File: src/rtl/timer_irq_pkg.sv
package timer_irq_pkg;
  localparam int unsigned REG_W    = 8;
  localparam int unsigned POS_OVF0 = 0;
  localparam int unsigned POS_OVF1 = 2;
  localparam int unsigned POS_CMPB = 3;
  localparam int unsigned POS_CMPA = 4;
  localparam int unsigned POS_CAP  = 5;
  localparam int unsigned POS_OVF2 = 6;
  localparam logic [REG_W-1:0] LIVE_MASK =
    REG_W'((1 << POS_OVF0) | (1 << POS_OVF1) | (1 << POS_CMPB) |
           (1 << POS_CMPA) | (1 << POS_CAP)  | (1 << POS_OVF2));
endpackage

File: src/rtl/tif_flag_cell.sv
module tif_flag_cell (
  input  logic clk_i,
  input  logic rst_ni,
  input  logic set_i,
  input  logic clr_i,
  output logic flag_o
);
  // set has priority so a coincident event is never lost
  always_ff @(posedge clk_i or negedge rst_ni) begin
    if (!rst_ni)     flag_o <= 1'b0;
    else if (set_i)  flag_o <= 1'b1;
    else if (clr_i)  flag_o <= 1'b0;
  end
endmodule

File: src/rtl/tif_ovf_sel.sv
module tif_ovf_sel (
  input  logic updown_i,
  input  logic wrap_i,
  input  logic bottom_i,
  output logic evt_o
);
  assign evt_o = updown_i ? bottom_i : wrap_i;
endmodule

File: src/rtl/timer_irq_flags.sv
module timer_irq_flags
  import timer_irq_pkg::*;
#(
  parameter int unsigned W = REG_W
) (
  input  logic         clk_i,
  input  logic         rst_ni,
  input  logic         wr_en_i,
  input  logic [W-1:0] wdata_i,
  output logic [W-1:0] rdata_o,
  input  logic         cap_evt_i,
  input  logic         cmpa_evt_i,
  input  logic         cmpb_evt_i,
  input  logic         ovf0_wrap_i,
  input  logic         ovf1_wrap_i,
  input  logic         ovf1_bottom_i,
  input  logic         updown1_i,
  input  logic         ovf2_wrap_i,
  input  logic         ovf2_bottom_i,
  input  logic         updown2_i,
  input  logic [W-1:0] ack_i,
  input  logic [W-1:0] ien_i,
  input  logic         gie_i,
  output logic [W-1:0] irq_o
);
  localparam logic [W-1:0] MASK = W'(LIVE_MASK);

  logic         ovf1_evt, ovf2_evt;
  logic [W-1:0] set_vec, clr_vec, flags;

  tif_ovf_sel i_ovf1_sel (
    .updown_i (updown1_i),
    .wrap_i   (ovf1_wrap_i),
    .bottom_i (ovf1_bottom_i),
    .evt_o    (ovf1_evt)
  );

  tif_ovf_sel i_ovf2_sel (
    .updown_i (updown2_i),
    .wrap_i   (ovf2_wrap_i),
    .bottom_i (ovf2_bottom_i),
    .evt_o    (ovf2_evt)
  );

  always_comb begin
    set_vec           = '0;
    set_vec[POS_OVF0] = ovf0_wrap_i;
    set_vec[POS_OVF1] = ovf1_evt;
    set_vec[POS_CMPB] = cmpb_evt_i;
    set_vec[POS_CMPA] = cmpa_evt_i;
    set_vec[POS_CAP]  = cap_evt_i;
    set_vec[POS_OVF2] = ovf2_evt;
  end

  assign clr_vec = ({W{wr_en_i}} & wdata_i) | ack_i;

  // reserved positions: inputs absorbed, bit reads zero
  logic unused_rsvd;
  assign unused_rsvd = ^(clr_vec & set_vec & ~MASK);

  for (genvar b = 0; b < W; b++) begin : g_bit
    if (MASK[b]) begin : g_live
      tif_flag_cell i_cell (
        .clk_i  (clk_i),
        .rst_ni (rst_ni),
        .set_i  (set_vec[b]),
        .clr_i  (clr_vec[b]),
        .flag_o (flags[b])
      );
    end else begin : g_rsvd
      assign flags[b] = 1'b0;
    end
  end

  assign rdata_o = flags;
  assign irq_o   = flags & ien_i & {W{gie_i}};
endmodule

File: config.mk
export PLATFORM = sky130hd
export DESIGN_NAME = timer_irq_flags
export DESIGN_NICKNAME = d
export VERILOG_FILES = /design/src/rtl/timer_irq_pkg.sv /design/src/rtl/tif_flag_cell.sv /design/src/rtl/tif_ovf_sel.sv /design/src/rtl/timer_irq_flags.sv
export SDC_FILE = /design/constraint.sdc
export NUM_CORES = 1
export LEC_CHECK = 0
export BUFFER_PORTS_ARGS = -buffer_cell sky130_fd_sc_hd__buf_4
export CORE_MARGIN = 8
export CORE_UTILIZATION = 28
export DETAILED_ROUTE_END_ITERATION = 8
export PLACE_DENSITY = 0.75
export SYNTH_ARGS = -nofsm -noshare
export SYNTH_HDL_FRONTEND = slang
export SYNTH_SLANG_ARGS = --single-unit
File: constraint.sdc
create_clock -name clk_i -period 1.16 [get_ports clk_i]
set_input_delay 0.232 -clock clk_i [delete_from_list [all_inputs] [get_ports clk_i]]
set_output_delay 0.232 -clock clk_i [all_outputs]
set_load 0.01 [all_outputs]
# Word-level counts from Yosys, hierarchy flattened
# Index checks and enable logic that the tools add are counted.
word_totals:
  register_bits: 6
  input_bits: 38
  output_inout_bits: 16
  wordCells: 30
classes:
  n_mux: 14
  bitwise: 4
  n_reduce_logical: 6
op_table:
  columns: ["operator", "n"]
  rows:
  - ["two-way mux 1 bit", 14]
  - ["nonzero test 2 bit", 6]
  - ["bitwise AND 7 x 8 -> 8 bit", 1]
  - ["bitwise AND 8 bit", 1]
  - ["bitwise AND 7 bit", 1]
  - ["bitwise OR 7 bit", 1]

# Logic depth before layout (Yosys ltp)
logic_depth:
  ltp_word: 4
  ltp_mapped: 2
  depth_no_buf: 2

# Cells and area by module
# Synthesis repeated with hierarchy kept, for this count alone.
hier_totals:
  hier_cells: 37
  hier_area_um2: 364.1
modules_own_cells:
  columns: ["mod", "instances", "cells_per_inst", "area_each_um2"]
  rows:
  - ["tif_flag_cell", 6, 3, 36.3]
  - ["timer_irq_flags", 1, 17, 116.4]
  - ["tif_ovf_sel", 2, 1, 15.0]

# Worst setup path after synthesis
# Ideal clock, no wire load.
synth_path:
  path_type: "reg-to-reg"
  from: "register g_bit[2].g_live.i_cell.flag_o (netlist name)"
  to: "register g_bit[2].g_live.i_cell.flag_o"
  setup_ns: 0.126
  arrival_time_ns: 0.749
  t_required_ns: 1.034
  slack_ns: 0.285
  path_stages_with_launch: 3
  path_buffers: 0
  path_cell_list: "dfrtp_1 nor2b_1 a221o_1"
synth_rtl:
  columns: ["element", "line_no", "rtl"]
  rows:
  - ["to (signal assigned)", "tif_flag_cell.sv:10", "if (!rst_ni) flag_o <= 1'b0;"]
  - ["to (signal assigned)", "tif_flag_cell.sv:11", "else if (set_i) flag_o <= 1'b1;"]
  - ["to (signal assigned)", "tif_flag_cell.sv:12", "else if (clr_i) flag_o <= 1'b0;"]
  - ["to (decl)", "tif_flag_cell.sv:6", "output logic flag_o"]

# Worst setup path after layout
layout_path:
  from: "register g_bit[3].g_live.i_cell.flag_o"
  to: "output irq_o[3]"
layout_between:
  elab_chain_len: 2
layout_rtl:
  columns: ["element", "line_no", "rtl"]
  rows:
  - ["from (decl)", "tif_flag_cell.sv:6", null]
  - ["from (signal assigned)", "tif_flag_cell.sv:10", null]
  - ["from (signal assigned)", "tif_flag_cell.sv:11", null]
  - ["from (signal assigned)", "tif_flag_cell.sv:12", null]
  - ["bitwise AND 7 x 8 -> 8 bit", "timer_irq_flags.sv:76", "assign irq_o = flags & ien_i & {W{gie_i}};"]
  - ["bitwise AND 8 bit", "timer_irq_flags.sv:76", null]
  - ["to (decl)", "timer_irq_flags.sv:24", "output logic [W-1:0] irq_o"]
# No other way between the ends.

==> flow_summary.toml <==
[outcome]
status = "finished clean"

[synth]
synthCells = 43
yosysWarnings = 0
synth-simple-area-share = 0.221
muxShareOfSynthArea = 0
synth_seq_area_share = 0.391
ys_ff_latch = 6
synth_area_per_cell_um2 = 8.93
synth_top_family_by_area = "buffers and inverters"
synth_compound_area_frac = 0.143
yosys.area_share.adder = 0
synth_xor_area_frac = 0
syn-cell-area_um2 = 384
synth_cell_types = 9

[routing]
routed_wl_mm = 1.40
viasPerCell = 4.52
first_iter_violations = 4
num_vias = 466
routedWlPerCell_um = 13.6
drt_pass1_iterations = 2
drc = 0
ant_nets = 0

[placement]
place.gp.congestion = 0.690
place_inst = 94
postPlaceCellArea_um2 = 662
dp_hpwl_mm = 1.13
post-place-ws_ns = 0.246
io_buffers = 43

[floorplan]
fp.dieArea_um2 = 2810
rows = 13
die_w_um = 53.0
core_area_um2 = 1280
die_h_um = 53.0
start_util = 0.299
io-pin-count = 54

[cells_and_area]
multiInputGateArea_um2 = 185
areaGrowthSynthToFinish_pct = 104
layout-drive-gt1-share = 0.693
largest-register = "g_bit.g_live.i_cell.flag_o"
final_area_um2 = 785
fill_cells = 122
reg.largest.list = "g_bit.g_live.i_cell.flag_o (6)"
regArea_um2 = 150
fin_nets = 128
final_cell_mix = "42 x buf_4, 6 x and3_4, 6 x nand2_1, 6 x dfrtp_1, 6 x buf_6"
final_common_cell = "buf_4"
diodes = 0
largest_reg_flops = 6
post-route-util = 0.611
fin_cells = 103

[sta]
hold_viol_final = 0
drv_slew = 0
finalHoldWorstSlack_ns = 0.179
tns_ns = 0
layout_min_cycle_time_ns = 1.15
rsz0062_at_grt = "true"
max_freq_mhz = 868
finalSetupViolCount = 0
timing.final.ws_setup_ns = 0.00783
skew_ns = 0
period_share = 0.993

[cts]
cts_tree = "built"
numCtsBuffers = 3
insertion_delay_ns = 0.24
cts-htree-levels = 1
cts_max_path_buffers = 2
ctsRootBufferMaster = "clkbuf_4"
cts.clk_slew.worst_paths_ns = 0.04
cts_sinks = 6

[pwr]
powerDensity_nw_per_um2 = 846
vdd_drop_max_mv = 0.623
leakage_nw = 0.420
comb_power_share = 0.362
power_switching_mw = 0.159
fin_total_pwr_mw = 0.664
intPower_mw = 0.504
switching_share = 0.240
clkPwrFrac = 0.281
p_seq_frac = 0.358

[global_routing]
grt_pass1_vias = 573
grt_pass1_wl_mm = 2.19
grt_max_degree = 7
antenna_found_initial = 0
grt_remaining_overflow = 0
groute.usage.overall = 0.104

[flow_run]
drv_cap = 0

[worst_setup_path]
setup.worst_path.start = "g_bit[3].g_live.i_cell.flag_o"
cp_data_arrival_time_ns = 0.92
critPathKind = "reg -> out"
end_kind = "primary output"
required_ns = 0.93
crit_fanout = 3
startpoint_type = "register"
rr_startpoint = "g_bit[2].g_live.i_cell.flag_o"

[min_path]
hp-class = "in -> reg"
worstHoldStart = "cmpa_evt_i"
## path summary, 6_finish.rpt
| path | to | slack, ns | cells after the start |
|---|---|---|---|
| max in group asynchronous | g_bit[3].g_live.i_cell.flag_o | 0.69 | 2 |
| min reg2reg | g_bit[3].g_live.i_cell.flag_o | 0.55 | 1 |
| min in group asynchronous | g_bit[4].g_live.i_cell.flag_o | 0.35 | 2 |
| max reg2reg | g_bit[2].g_live.i_cell.flag_o | 0.12 | 3 |
| max | irq_o[3] | 0.008 | 2 |
| min | g_bit[4].g_live.i_cell.flag_o | 0.18 | 2 |
## metal layers
metal  GRT usage  up-vias  wire length [um]
met5           0        -                 0
met4      0.0517        0                 5
met1      0.0787      215               435
li1            -      224                 -
met3      0.0700        2               182
met2       0.191       25               778
## what timing repair did
item	CTS	global route
pin swaps	0	6
hold buffers	1	0
buffers inserted	5	0
endpoints found under the setup margin	5	6
endpoints found under the hold margin	6	0
cloned	0	0
resized for setup	0	12
## logic make-up after synthesis
family / count (synthesis)
DFF: 6
other: 1
AOI/OAI and AO/OA: 6
and+or+nand+nor: 16
buffers and inverters: 14
## critical path: stages (launching register included)
cell     delay [ns]
dfrtp_1        0.39
and3_4         0.19
buf_6          0.11
## cells in the mapped netlist, drive strengths merged
cell type,n,area share
dfrtp,6,0.39
inv,4,0.039
nor2b,4,0.065
a31o,4,0.091
nand2,6,0.059
and3,6,0.098
a221o,2,0.052
conb,1,0.0098
buf,10,0.20
## power by group through the flow
stage	Sequential, mW	Clock [mW]	Combinational [mW]
5_1_grt	0.239	0.209	0.261
3_5_place_dp	0.242	0	0.195
2_1_floorplan	0.239	0	0.0937
3_3_place_gp	0.242	0	0.191
4_1_cts	0.235	0.196	0.223
6_report	0.237	0.186	0.240
## layout make-up
cell class,count,share of cell area
Clock buffer,3,0.0287
Timing Repair Buffer,49,0.501
Tap cell,15,0.0239
Inverter,4,0.0191
Sequential cell,6,0.191
Multi-Input combinational cell,26,0.236
Note: power is estimated with default switching activity, not from simulation.
